### src/rtl/lock_pkg.sv
package lock_pkg;
  localparam int NUM_COLORS = 3;
  localparam int COL_RED    = 0;
  localparam int COL_GREEN  = 1;
  localparam int COL_BLUE   = 2;
  localparam int STATE_W    = 3;

  typedef enum logic [STATE_W-1:0] {
    ST_IDLE  = 3'd0,
    ST_ARMED = 3'd1,
    ST_HIT1  = 3'd2,
    ST_HIT2  = 3'd3,
    ST_HIT3  = 3'd4,
    ST_OPEN  = 3'd5
  } lock_state_t;
endpackage

### src/rtl/press_decode.sv
module press_decode #(
  parameter int N = 3
) (
  input  logic [N-1:0] btn,
  output logic         any_press,
  output logic         multi_press,
  output logic [N-1:0] sole
);
  localparam int CW = $clog2(N + 1);
  logic [CW-1:0] pop;

  always_comb begin
    pop = '0;
    for (int i = 0; i < N; i++) pop = pop + CW'(btn[i]);
  end

  assign any_press   = (pop != '0);
  assign multi_press = (pop > CW'(1));

  for (genvar g = 0; g < N; g++) begin : g_sole
    assign sole[g] = btn[g] & ~multi_press;
  end
endmodule

### src/rtl/lock_fsm.sv
module lock_fsm
  import lock_pkg::*;
#(
  parameter int N = NUM_COLORS
) (
  input  logic         clk,
  input  logic         rst,
  input  logic         start,
  input  logic         any_press,
  input  logic         multi_press,
  input  logic [N-1:0] sole,
  output lock_state_t  state_o,
  output lock_state_t  next_o
);
  lock_state_t state, nxt;

  function automatic int want_color(lock_state_t s);
    case (s)
      ST_ARMED: return COL_RED;
      ST_HIT1:  return COL_BLUE;
      ST_HIT2:  return COL_GREEN;
      default:  return COL_RED;
    endcase
  endfunction

  function automatic lock_state_t advance(lock_state_t s);
    case (s)
      ST_ARMED: return ST_HIT1;
      ST_HIT1:  return ST_HIT2;
      ST_HIT2:  return ST_HIT3;
      ST_HIT3:  return ST_OPEN;
      default:  return ST_IDLE;
    endcase
  endfunction

  always_comb begin
    nxt = ST_IDLE;
    case (state)
      ST_IDLE: nxt = start ? ST_ARMED : ST_IDLE;
      ST_ARMED, ST_HIT1, ST_HIT2, ST_HIT3: begin
        if (!any_press)                    nxt = state;
        else if (sole[want_color(state)])  nxt = advance(state);
        else                               nxt = ST_IDLE;
      end
      default: nxt = ST_IDLE;
    endcase
  end

  always_ff @(posedge clk) begin
    if (rst) state <= ST_IDLE;
    else     state <= nxt;
  end

  assign state_o = state;
  assign next_o  = nxt;

  logic mid_seq;
  assign mid_seq = (state == ST_ARMED) || (state == ST_HIT1) ||
                   (state == ST_HIT2)  || (state == ST_HIT3);

  assert_idle_holds_R2: assert property (@(posedge clk) disable iff (rst)
    (state == ST_IDLE && !start) |=> (state == ST_IDLE));
  assert_gap_holds_R3: assert property (@(posedge clk) disable iff (rst)
    (mid_seq && !any_press) |=> $stable(state));
  assert_multi_aborts_R6: assert property (@(posedge clk) disable iff (rst)
    (mid_seq && multi_press) |=> (state == ST_IDLE));
  assert_open_leaves_R7: assert property (@(posedge clk) disable iff (rst)
    (state == ST_OPEN) |=> (state == ST_IDLE));
endmodule

### src/rtl/out_reg.sv
module out_reg #(
  parameter int W = 1
) (
  input  logic         clk,
  input  logic         rst,
  input  logic [W-1:0] d,
  output logic [W-1:0] q
);
  always_ff @(posedge clk) begin
    if (rst) q <= '0;
    else     q <= d;
  end
endmodule

### src/rtl/code_lock_top.sv
module code_lock_top
  import lock_pkg::*;
(
  input  logic clk,
  input  logic rst,
  input  logic start_btn,
  input  logic red_btn,
  input  logic green_btn,
  input  logic blue_btn,
  output logic unlock
);
  logic [NUM_COLORS-1:0] btn_vec, sole;
  logic any_press, multi_press;
  lock_state_t state, nxt;
  logic open_next;

  always_comb begin
    btn_vec = '0;
    btn_vec[COL_RED]   = red_btn;
    btn_vec[COL_GREEN] = green_btn;
    btn_vec[COL_BLUE]  = blue_btn;
  end

  press_decode #(.N(NUM_COLORS)) u_dec (
    .btn(btn_vec), .any_press(any_press), .multi_press(multi_press), .sole(sole)
  );

  lock_fsm #(.N(NUM_COLORS)) u_fsm (
    .clk(clk), .rst(rst), .start(start_btn), .any_press(any_press),
    .multi_press(multi_press), .sole(sole), .state_o(state), .next_o(nxt)
  );

  assign open_next = (nxt == ST_OPEN);

  out_reg #(.W(1)) u_out (.clk(clk), .rst(rst), .d(open_next), .q(unlock));

  assert_unlock_in_open_R4: assert property (@(posedge clk) disable iff (rst)
    unlock |-> (state == ST_OPEN));
  assert_unlock_single_R4: assert property (@(posedge clk) disable iff (rst)
    unlock |=> !unlock);
  assert_start_ignored_R8: assert property (@(posedge clk) disable iff (rst)
    (state == ST_HIT1 && start_btn && !any_press) |=> (state == ST_HIT1));
endmodule

### config.mk
export PLATFORM = sky130hd
export DESIGN_NAME = code_lock_top
export DESIGN_NICKNAME = d
export VERILOG_FILES = /design/src/rtl/lock_pkg.sv /design/src/rtl/press_decode.sv /design/src/rtl/lock_fsm.sv /design/src/rtl/out_reg.sv /design/src/rtl/code_lock_top.sv
export SDC_FILE = /design/constraint.sdc
export NUM_CORES = 1
export LEC_CHECK = 0
export BUFFER_PORTS_ARGS = -buffer_cell sky130_fd_sc_hd__buf_2
export CORE_AREA = 2 2 39 41
export CTS_CLUSTER_SIZE = 28
export DETAILED_ROUTE_END_ITERATION = 7
export DIE_AREA = 0 0 41 43
export SLEW_MARGIN = 15
export SYNTH_ARGS = -nofsm -noshare
export SYNTH_HDL_FRONTEND = slang
export SYNTH_SLANG_ARGS = --single-unit
### constraint.sdc
create_clock -name clk -period 2.55 [get_ports clk]
set_clock_uncertainty 0.05 [all_clocks]
set_input_delay 0.51 -clock clk [delete_from_list [all_inputs] [get_ports clk]]
set_output_delay 0.51 -clock clk [all_outputs]
set_load 0.05 [all_outputs]
==> results of run 1 <==
## synthesized netlist by cell type, drive strengths merged, types with 2 or more instances
master  count  share of area, %
dfxtp       4                24
inv         4               4.5
nor2b       3               8.7
a21oi       2               3.0
a22o        2               5.7
a31oi       2               3.8
buf         2               5.7
nand2       2               2.3
nand3       2               3.0
nand4       2               5.7
## how the worst max path moves through the flow
stage | end | cells past startpoint | slack, ns | startpoint
after floorplan | u_out.q$_SDFF_PP0_ | 6 | 0.59 | red_btn
after global placement | u_out.q$_SDFF_PP0_ | 7 | 0.38 | red_btn
after detailed placement | u_out.q$_SDFF_PP0_ | 7 | 0.37 | red_btn
after CTS | u_out.q$_SDFF_PP0_ | 7 | 0.61 | red_btn
after global routing | u_out.q$_SDFF_PP0_ | 7 | 0.49 | red_btn
final | u_out.q$_SDFF_PP0_ | 7 | 0.61 | red_btn
## cell families after synthesis
group,count (synthesis)
and+or+nand+nor,13
AOI/OAI and AO/OA,12
buffers and inverters,6
DFF,4
xor gates and xnor gates,1
adders and majority gates,1
## placed cells by master (no fill, tap or decap)
| cell type | n |
|---|---|
| sky130_fd_sc_hd__nand2_1 | 2 |
| sky130_fd_sc_hd__buf_2 | 6 |
| sky130_fd_sc_hd__a22o_2 | 1 |
| sky130_fd_sc_hd__a21oi_1 | 2 |
| sky130_fd_sc_hd__a31oi_1 | 2 |
| sky130_fd_sc_hd__fa_1 | 1 |
| sky130_fd_sc_hd__a22o_1 | 1 |
| sky130_fd_sc_hd__nand4_1 | 1 |
| sky130_fd_sc_hd__o21a_2 | 1 |
| sky130_fd_sc_hd__nor2_2 | 1 |
| sky130_fd_sc_hd__nor2b_2 | 1 |
| sky130_fd_sc_hd__o22a_1 | 1 |
| sky130_fd_sc_hd__o211ai_1 | 1 |
| sky130_fd_sc_hd__nor3_1 | 1 |
| sky130_fd_sc_hd__a21o_1 | 1 |
| sky130_fd_sc_hd__a311oi_1 | 1 |
| sky130_fd_sc_hd__nand3_1 | 2 |
| sky130_fd_sc_hd__nand2b_1 | 1 |
| sky130_fd_sc_hd__inv_1 | 4 |
| sky130_fd_sc_hd__dfxtp_1 | 4 |
| sky130_fd_sc_hd__clkbuf_4 | 3 |
| sky130_fd_sc_hd__nor2b_1 | 1 |
| sky130_fd_sc_hd__nand4b_1 | 1 |
| sky130_fd_sc_hd__a2111oi_2 | 1 |
| sky130_fd_sc_hd__nor2b_4 | 1 |
| sky130_fd_sc_hd__xnor2_1 | 1 |
| sky130_fd_sc_hd__nand4_2 | 1 |
## per-stage QoR
step | setup WS [ns] | util [%] | hold WS, ns
floorplan | 0.590 | - | 0.492
CTS | 0.610 | 27.8 | 0.417
global placement | 0.379 | 26.2 | 0.555
global route | 0.491 | 27.8 | 0.425
finish | 0.614 | 27.8 | 0.426
detailed placement | 0.374 | 26.2 | 0.550
## final cells by class
cell class / count / area, µm² / share of cell area, %
multi-input combinational: 27 / 218 / 56.5
sequential: 4 / 80.1 / 20.8
timing repair buffer: 6 / 30.0 / 7.79
clock buffer: 3 / 22.5 / 5.84
tap: 16 / 20.0 / 5.19
inverter: 4 / 15.0 / 3.90
## registers in the layout (all words and copies together), names as in the netlist
| name | count |
|---|---|
| u_fsm.state_o | 3 |
| u_out.q | 1 |
## worst max-delay path, cell delays in order
cell and delay [ns]:
sky130_fd_sc_hd__buf_2 0.09, sky130_fd_sc_hd__inv_1 0.05, sky130_fd_sc_hd__fa_1 0.54, sky130_fd_sc_hd__nand2_1 0.17
sky130_fd_sc_hd__a31oi_1 0.10, sky130_fd_sc_hd__o22a_1 0.24, sky130_fd_sc_hd__a2111oi_2 0.32
## metal layers
metal	track usage, %	vias to the layer above
met5	0	-
met4	0	0
met3	6.28	0
met2	14.1	8
met1	10.5	134
li1	-	152
## where the power goes
part,leakage [µW],switching [µW],internal [µW]
clock network,0.0000138,24.8,52.6
logic,0.000124,20.9,17.1
registers,0.0000324,3.65,64.8
total,0.000170,49.3,134
==> out/results.ini, run 1 <==
[grt]
globalRouteTotalUtil_pct=9.02
initial_antenna_violation_count=0
global_route_wire_length_before_repair_mm=1.08
grt-ovfl-total=0
vias_in_the_first_global_route=279
maximum_number_of_pins_on_one_net_before_global_route_repair=11

[finish]
final_area_um2=385
area_growth_syn_to_layout_pct=16.2
layout-drive-gt1-share_pct=36.4
antenna_cells_inserted=0
fillerInstances=156
final_cell_count_no_fill=60
finalNetCount=53

[logic_synthesis]
synth_xor_xnor_area_share_pct=2.64
synth_seq_cells=4
syn_nets=44
area_share_of_fa_ha_maj_cells_after_synthesis_pct=6.04
muxShareOfSynthArea_pct=0
avgSynthCellArea_um2=8.96
yosys_most_used_dff=sky130_fd_sc_hd__dfxtp_1
ys_seq_area_share_pct=24.2
synth_top_family_by_area=compound AO/OA/AOI/OAI gates
synth.cell_area_um2=332
post_synth_and_or_nand_nor_area_fraction_pct=27.5
synth_compound_area_share_pct=29.4
yosysUniqueCellTypes=27
yosysWarnings=0
syn_inst=37
synth_enable_flop_cells=0
synth-async-reset-ratio_pct=0

[clocking]
clk-insertion-delay-late_ns=0.23
cts_tree=done
tritoncts_num_sinks=4
clk_root_buffer_cell=sky130_fd_sc_hd__clkbuf_4
cts_max_path_buffers=2
clk_transition_reported_paths_ns=0.04
cts-htree-levels=1
setup_fix_bufs_post_cts=0
cts-buffers-inserted=3
cts_hold_buf=0
cts.repair.resized=0

[routing]
drt-vias-per-instance=4.90
dr.first_iter.drc_count=1
wl_met2_um=300
drtAntennaViolNets=0
route.vias.total=294
detail_route.first_pass.iterations=4
m1WireLength_um=280
wl_per_cell_um=10.4
post-route-drc-count=0
top_layer_used=met3
post_route_wl_um=625
dr_wl_met3_um=43

[job]
max-cap-violations=0

[die]
die_ar_um2=1760
start_util_pct=24.0
rows=14
fp.dieW_um=41
floorplan.io_pins=7
fp.dieH_um=43
core_um2=1380

[setup_path]
regToRegStartpoint=u_fsm.state_o[1]$_SDFF_PP0_
worst-r2r-setup-slack_ns=1.11
critPathCaptureType=register
r2r.worst_path.cells=4
crit-reg2reg-capture=u_out.q$_SDFF_PP0_
largest_driver_fanout_on_the_critical_path=4
cp_data_arrival_time_ns=2.02
worstSetupPathType=input pin to register
required_ns=2.63
critical_path.startpoint_type=input pin

[power]
post-layout-total-power_uw=184
p_leak_uw=0.000170
pwr_per_cell_area_nw_per_um2=477
irDropWorstVdd_mv=0.215

[sta]
fmax_mhz=517
final.min_clock_period_ns=1.94
total_neg_setup_slack_ns=0
final_max_slew_viol_count=0
worst_slew_pin_slew_ns=0.419
rsz0062_at_grt=false
min_period_over_period_pct=75.9
setup_viol=0
slew_headroom_pct=72.0
finalHoldViolations=0

[hold_path]
hold_path_end=u_fsm.state_o[1]$_SDFF_PP0_
min_delay_path_depth=2
holdCritStartpoint=rst
min-delay-path-class=input pin to register

[placed_design]
finalWeightedCongestion=0.687
placement.cell_area_um2=363
detail_placement_hpwl_um=481
port_buffers=6
placed_cells=57

[status]
status=completed

Power figures use the tool's default switching activity.
==> inputs of run 2 (changes only) <==
==> constraint.sdc (replaced) <==
create_clock -name clk -period 1.6 [get_ports clk]
set_clock_uncertainty 0.05 [all_clocks]
set_input_delay 0.32 -clock clk [delete_from_list [all_inputs] [get_ports clk]]
set_output_delay 0.32 -clock clk [all_outputs]
set_load 0.05 [all_outputs]
==> run 2 against run 1 <==
Compared with the run above: clock power is 60% higher; final area is 14% higher; flip-flop and latch count stayed put; hold slack worse by 0.19 ns; worst setup slack worse by 0.50 ns; first-iteration DRC count grew to 8.0 times the previous value; critical path depth stayed put; total power is 69% higher; final cell count is 10% higher; combinational power is 110% higher; global-route usage is 0.70 points lower; count of clock-buffer cells in the layout stayed put; critical endpoint unchanged; largest cell class unchanged; highest routed layer unchanged.
==> out/results.ini, run 2 (synthesis results as in run 1) <==
[sta]
worst_slew_pin_slew_ns=0.419
final.min_clock_period_ns=1.48
setup_slack_ns=0.118
fmax_mhz=675
final_max_slew_viol_count=0
finalHoldViolations=0
setup_viol=0
min_period_over_period_pct=92.6
rsz0062_at_grt=false
slew_headroom_pct=72.0

[placed_design]
detail_placement_hpwl_um=522
placement.setup.worst_slack_ns=-0.185
placed_cells=63
port_buffers=6
finalWeightedCongestion=0.698

[die]
start_util_pct=24.0
rows=14
core_um2=1380
fp.dieW_um=41
fp.dieH_um=43
floorplan.io_pins=7
die_ar_um2=1760

[routing]
top_layer_used=met3
post_route_wl_um=650
post-route-drc-count=0
route.vias.total=299
wl_met2_um=309
dr.first_iter.drc_count=8
drt-vias-per-instance=4.53
dr_wl_met3_um=33
wl_per_cell_um=9.85
m1WireLength_um=307
drtAntennaViolNets=0
detail_route.first_pass.iterations=4

[finish]
final_cell_count_no_fill=66
largest_register_ffs=3
area_growth_syn_to_layout_pct=32.1
layout-drive-gt1-share_pct=54.0
final_cell_mix=sky130_fd_sc_hd__buf_2 (6), sky130_fd_sc_hd__buf_4 (6), sky130_fd_sc_hd__dfxtp_1 (4)
finalNetCount=59
antenna_cells_inserted=0

[power]
power_report.internal_total_uw=228
pwr_per_cell_area_nw_per_um2=710
p_leak_uw=0.000196
irDropWorstVdd_mv=0.324
pwr-share-seq_pct=34.7
net-switching-power_uw=83.1
power.share.combinational_pct=25.6
clkPwrFrac_pct=39.7
post-layout-total-power_uw=311
netSwitchingFraction_pct=26.7

[clocking]
cts-htree-levels=1
tritoncts_num_sinks=4
clk_transition_reported_paths_ns=0.04
clk_root_buffer_cell=sky130_fd_sc_hd__clkbuf_4
cts_max_path_buffers=2
cts_hold_buf=0
clk-insertion-delay-late_ns=0.23
cts_tree=done
setup_fix_bufs_post_cts=0
cts-buffers-inserted=3

[grt]
globalRouteTotalUtil_pct=8.32
grt-ovfl-total=0
global_route_wire_length_before_repair_um=979
vias_in_the_first_global_route=261
maximum_number_of_pins_on_one_net_before_global_route_repair=11
initial_antenna_violation_count=0

[setup_path]
cp_data_arrival_time_ns=1.57
worstSetupPathType=input pin to register
critPathCaptureType=register
required_ns=1.68
critical_path.startpoint_type=input pin
worst-r2r-setup-slack_ns=0.18
largest_driver_fanout_on_the_critical_path=4

[status]
status=completed

[job]
max-cap-violations=0

[hold_path]
min-delay-path-class=input pin to register

==> run 2: changes by cell type in the layout (fill, tap and decap cells not counted), sizes merged <==
| cell | delta |
|---|---|
| buf | +6 |
==> run 2: worst paths after layout <==
check                                                 start                          end  depth (start not counted)
worst max-delay path                              green_btn           u_out.q$_SDFF_PP0_                          7
worst min register to register  u_fsm.state_o[0]$_SDFF_PP0_  u_fsm.state_o[1]$_SDFF_PP0_                          2
worst min-delay path                                    rst  u_fsm.state_o[1]$_SDFF_PP0_                          2
worst max register to register  u_fsm.state_o[2]$_SDFF_PP0_           u_out.q$_SDFF_PP0_                          4
==> run 2: area by class of cell <==
cell class	count	area, µm²
clock buffer	3	22.5
fill	157	946
inverter	4	17.5
multi-input combinational	27	223
sequential	4	80.1
tap	16	20.0
timing repair buffer	12	75.1
==> run 2: layer usage <==
| layer | track usage (%) | up-vias |
|---|---|---|
| li1 | - | 163 |
| met3 | 6.28 | 0 |
| met1 | 9.90 | 131 |
| met5 | 0 | - |
| met4 | 0 | 0 |
| met2 | 12.5 | 5 |
==> run 2: repair_timing <==
item / in CTS / in global routing
gates resized for setup: 0 / 3
setup endpoints to repair: 0 / 1
endpoints found under the hold margin: 0 / 0
==> run 2: metrics by stage <==
stage	TNS [ns]	cell area (µm²)	utilization (%)	hold slack, ns
floorplan	0	337	-	0.348
global placement	-0.516	413	29.8	0.476
detailed placement	-0.527	413	29.8	0.468
CTS	0	435	31.5	0.226
global route	0	438	31.6	0.231
finish	0	438	31.6	0.233
==> run 2: critical path: stages <==
cell and delay [ns]:
sky130_fd_sc_hd__buf_2 0.11, sky130_fd_sc_hd__inv_4 0.03, sky130_fd_sc_hd__fa_2 0.49, sky130_fd_sc_hd__nand2_2 0.09, sky130_fd_sc_hd__a31oi_1 0.07, sky130_fd_sc_hd__o22a_1 0.25
sky130_fd_sc_hd__a2111oi_2 0.19
==> run 2: power by group through the flow <==
stage	combinational, µW	sequential, µW	clock [µW]
global placement	76.7	110	0
detailed placement	77.7	109	0
floorplan	50.3	108	0
finish	79.6	108	124
CTS	77.8	108	127
global route	87.9	108	138
==> inputs of run 3 (changes only) <==
--- a/config.mk
+++ b/config.mk
@@ -5,6 +5,7 @@
 export SDC_FILE = /design/constraint.sdc
 export NUM_CORES = 1
 export LEC_CHECK = 0
+export ABC_AREA = 1
 export BUFFER_PORTS_ARGS = -buffer_cell sky130_fd_sc_hd__buf_2
 export CORE_AREA = 2 2 39 41
 export CTS_CLUSTER_SIZE = 28
==> run 3 against run 2 <==
Compared with the run above: final area fell by 3.1%; combinational power decreased by 0.5%; total power up 0.53%; largest power group unchanged; sequential share of layout area up 0.59 points; sequential power hardly changed; via count up 9.7%; core utilization down 0.99 points; first-iteration DRC count down 50%; die area stayed put; clock power barely moved; register-to-register slack improved by 0.17 ns; non-clock buffer count shrank 2.
==> out/results.ini, run 3 <==
[status]
status=completed

[logic_synthesis]
ys_seq_area_share_pct=24.1
synth_compound_area_share_pct=21.4
synth-async-reset-ratio_pct=0
avgSynthCellArea_um2=6.79
yosysUniqueCellTypes=17
synth_top_family_by_area=simple AND/OR/NAND/NOR gates
synth_seq_cells=4
yosys_most_used_dff=sky130_fd_sc_hd__dfxtp_1
syn_inst=49
synth_xor_xnor_area_share_pct=0
syn_nets=56
synth_enable_flop_cells=0
cell_type_with_the_largest_total_area_after_synthesis=sky130_fd_sc_hd__dfxtp_1
area_share_of_fa_ha_maj_cells_after_synthesis_pct=6.02
synth_largest_type_area_fraction_pct=24.1
synth.cells.most_frequent=sky130_fd_sc_hd__nand2_1 (12), sky130_fd_sc_hd__inv_1 (8), sky130_fd_sc_hd__nand3_1 (5), sky130_fd_sc_hd__dfxtp_1 (4), sky130_fd_sc_hd__nor2_1 (4)
synth_area_leaders=sky130_fd_sc_hd__dfxtp_1 (24%), sky130_fd_sc_hd__nand2_1 (14%), sky130_fd_sc_hd__inv_1 (9.0%)
synth.cell_area_um2=333
muxShareOfSynthArea_pct=0
yosysMostFrequentCell=sky130_fd_sc_hd__nand2_1
post_synth_and_or_nand_nor_area_fraction_pct=33.1
yosysWarnings=0

[clocking]
cts.repair.resized=0
setup_fix_bufs_post_cts=0
clk_root_buffer_cell=sky130_fd_sc_hd__clkbuf_4
cts-buffers-inserted=3
cts_hold_buf=0
cts-htree-levels=1
cts_max_path_buffers=2
tritoncts_num_sinks=4
cts_tree=done
clk-insertion-delay-late_ns=0.23
clk_transition_reported_paths_ns=0.04

[power]
pwr_per_cell_area_nw_per_um2=737
p_leak_uw=0.000225
irDropWorstVdd_mv=0.385

[die]
start_util_pct=24.1
core_um2=1380
fp.dieW_um=41
rows=14
die_ar_um2=1760
floorplan.io_pins=7
fp.dieH_um=43

[sta]
rsz0062_at_grt=false
finalHoldViolations=0
min_period_over_period_pct=91.4
setup_slack_ns=0.137
worst_slew_pin_slew_ns=0.277
final.min_clock_period_ns=1.46
fmax_mhz=683
setup_viol=0
slew_headroom_pct=81.5
final_max_slew_viol_count=0

[hold_path]
hold_path_end=u_fsm.state_o[0]$_SDFF_PP0_
min-delay-path-class=input pin to register
min_delay_path_depth=2
holdCritStartpoint=rst

[setup_path]
crit-reg2reg-capture=u_fsm.state_o[2]$_SDFF_PP0_
regToRegStartpoint=u_fsm.state_o[1]$_SDFF_PP0_
worst_path_max_delay_cell=sky130_fd_sc_hd__fa_1
worst-path-buf-inv=3
worstSetupPathType=input pin to register
critical_path.most_common_cell=sky130_fd_sc_hd__nand2_1
cp_data_arrival_time_ns=1.58
required_ns=1.72
critical_path.startpoint_type=input pin
largest_incremental_delay_on_the_critical_path_ns=0.43
critPathCaptureType=register
largest_driver_fanout_on_the_critical_path=3
critical_path.cell_chain=buf_2, inv_1, fa_1, nand2_1, inv_1, a21oi_1, nand3_1, nand2_1, nand2_1, a21oi_2
worst-r2r-setup-slack_ns=0.35
r2r.worst_path.cells=9
cp_top_family=adder cells

[finish]
seq_area_um2=80.1
finalNetCount=70
antenna_cells_inserted=0
final_cell_count_no_fill=77
final_cell_mix=sky130_fd_sc_hd__nand2_1 (12), sky130_fd_sc_hd__inv_1 (8), sky130_fd_sc_hd__buf_2 (6)
layout_commonest_cell=sky130_fd_sc_hd__nand2_1
layout-drive-gt1-share_pct=39.3
area_used_by_multi_input_combinational_logic_um2=201
fillerInstances=162
largest_register_ffs=3
area_growth_syn_to_layout_pct=27.4

[routing]
route.vias.total=328
drtAntennaViolNets=0
detail_route.first_pass.iterations=4
post_route_wl_um=641
wl_per_cell_um=8.32
post-route-drc-count=0
drt-vias-per-instance=4.26
dr.first_iter.drc_count=4

[placed_design]
placement.setup.worst_slack_ns=-0.0974
placed_cells=74
detail_placement_hpwl_um=528
finalWeightedCongestion=0.740
port_buffers=6

[grt]
vias_in_the_first_global_route=302
maximum_number_of_pins_on_one_net_before_global_route_repair=9
globalRouteTotalUtil_pct=9.35
initial_antenna_violation_count=0
grt-ovfl-total=0
global_route_wire_length_before_repair_mm=1.12

[job]
max-cap-violations=0

==> run 3: cell types whose count changed after synthesis, moves of 2 or more <==
| cell | change |
|---|---|
| sky130_fd_sc_hd__a21oi_2 | +2 |
| sky130_fd_sc_hd__nor2_1 | +4 |
| sky130_fd_sc_hd__nand2_2 | +3 |
| sky130_fd_sc_hd__o21ai_2 | +2 |
| sky130_fd_sc_hd__nand2_1 | +10 |
| sky130_fd_sc_hd__inv_1 | +4 |
| sky130_fd_sc_hd__a31oi_1 | -2 |
| sky130_fd_sc_hd__nand3_1 | +3 |
==> run 3: power by group <==
group          internal, µW  total, µW  leakage (µW)  switching (µW)
clock network          83.7        123     0.0000138            38.8
logic                  35.5       79.2      0.000179            43.7
registers               104        111     0.0000325            6.53
total                   224        313      0.000225            89.1
==> run 3: worst max path at each step <==
stage	startpoint	endpoint	slack, ns	cells after the start
after floorplan	red_btn	u_fsm.state_o[0]$_SDFF_PP0_	0.03	9
after global placement	green_btn	u_out.q$_SDFF_PP0_	-0.10	10
after detailed placement	green_btn	u_fsm.state_o[0]$_SDFF_PP0_	-0.1	10
after CTS	green_btn	u_out.q$_SDFF_PP0_	0.14	10
after global routing	green_btn	u_out.q$_SDFF_PP0_	0.02	10
final	green_btn	u_fsm.state_o[0]$_SDFF_PP0_	0.14	10
==> run 3: layout make-up <==
cell class	instances	area share [%]
multi-input cells	34	47.5
flip-flops and latches	4	18.9
repair buffers	10	14.2
inverters	10	9.44
clock buffers	3	5.31
well taps	16	4.72
==> run 3: per-stage QoR <==
stage               area (µm²)  utilization (%)  hold slack [ns]  power, µW  TNS (ns)
global route               424             30.7            0.223        338         0
CTS                        424             30.7            0.213        321         0
global placement           402             29.0            0.460        190    -0.208
detailed placement         402             29.0            0.463        192    -0.215
floorplan                  333                -            0.332        167         0
finish                     424             30.7            0.218        313         0
==> run 3: cell families (layout without fill, tap and decap cells) <==
kind of cell	after synthesis	in the layout
buf+inv	11	23
fa+ha+maj	1	1
compound gates	8	8
simple gates	25	25
flops	4	4
==> run 3: worst reg2reg max path, stage by stage, from the launching register on <==
cell	delay, ns
sky130_fd_sc_hd__dfxtp_1	0.47
sky130_fd_sc_hd__nand2_1	0.11
sky130_fd_sc_hd__nand2_2	0.09
sky130_fd_sc_hd__inv_1	0.05
sky130_fd_sc_hd__o21ai_2	0.07
sky130_fd_sc_hd__nand2_2	0.08
sky130_fd_sc_hd__inv_2	0.07
sky130_fd_sc_hd__nor2_2	0.03
sky130_fd_sc_hd__nand2_1	0.10
sky130_fd_sc_hd__inv_1	0.04
==> run 3: layer usage <==
layer,global-route usage (%),vias to the layer above,share of wire (%)
met2,14.7,7,47
met1,11.0,146,46
met3,1.57,2,4.2
met5,0,-,0
met4,6.00,0,2.5
li1,-,173,-
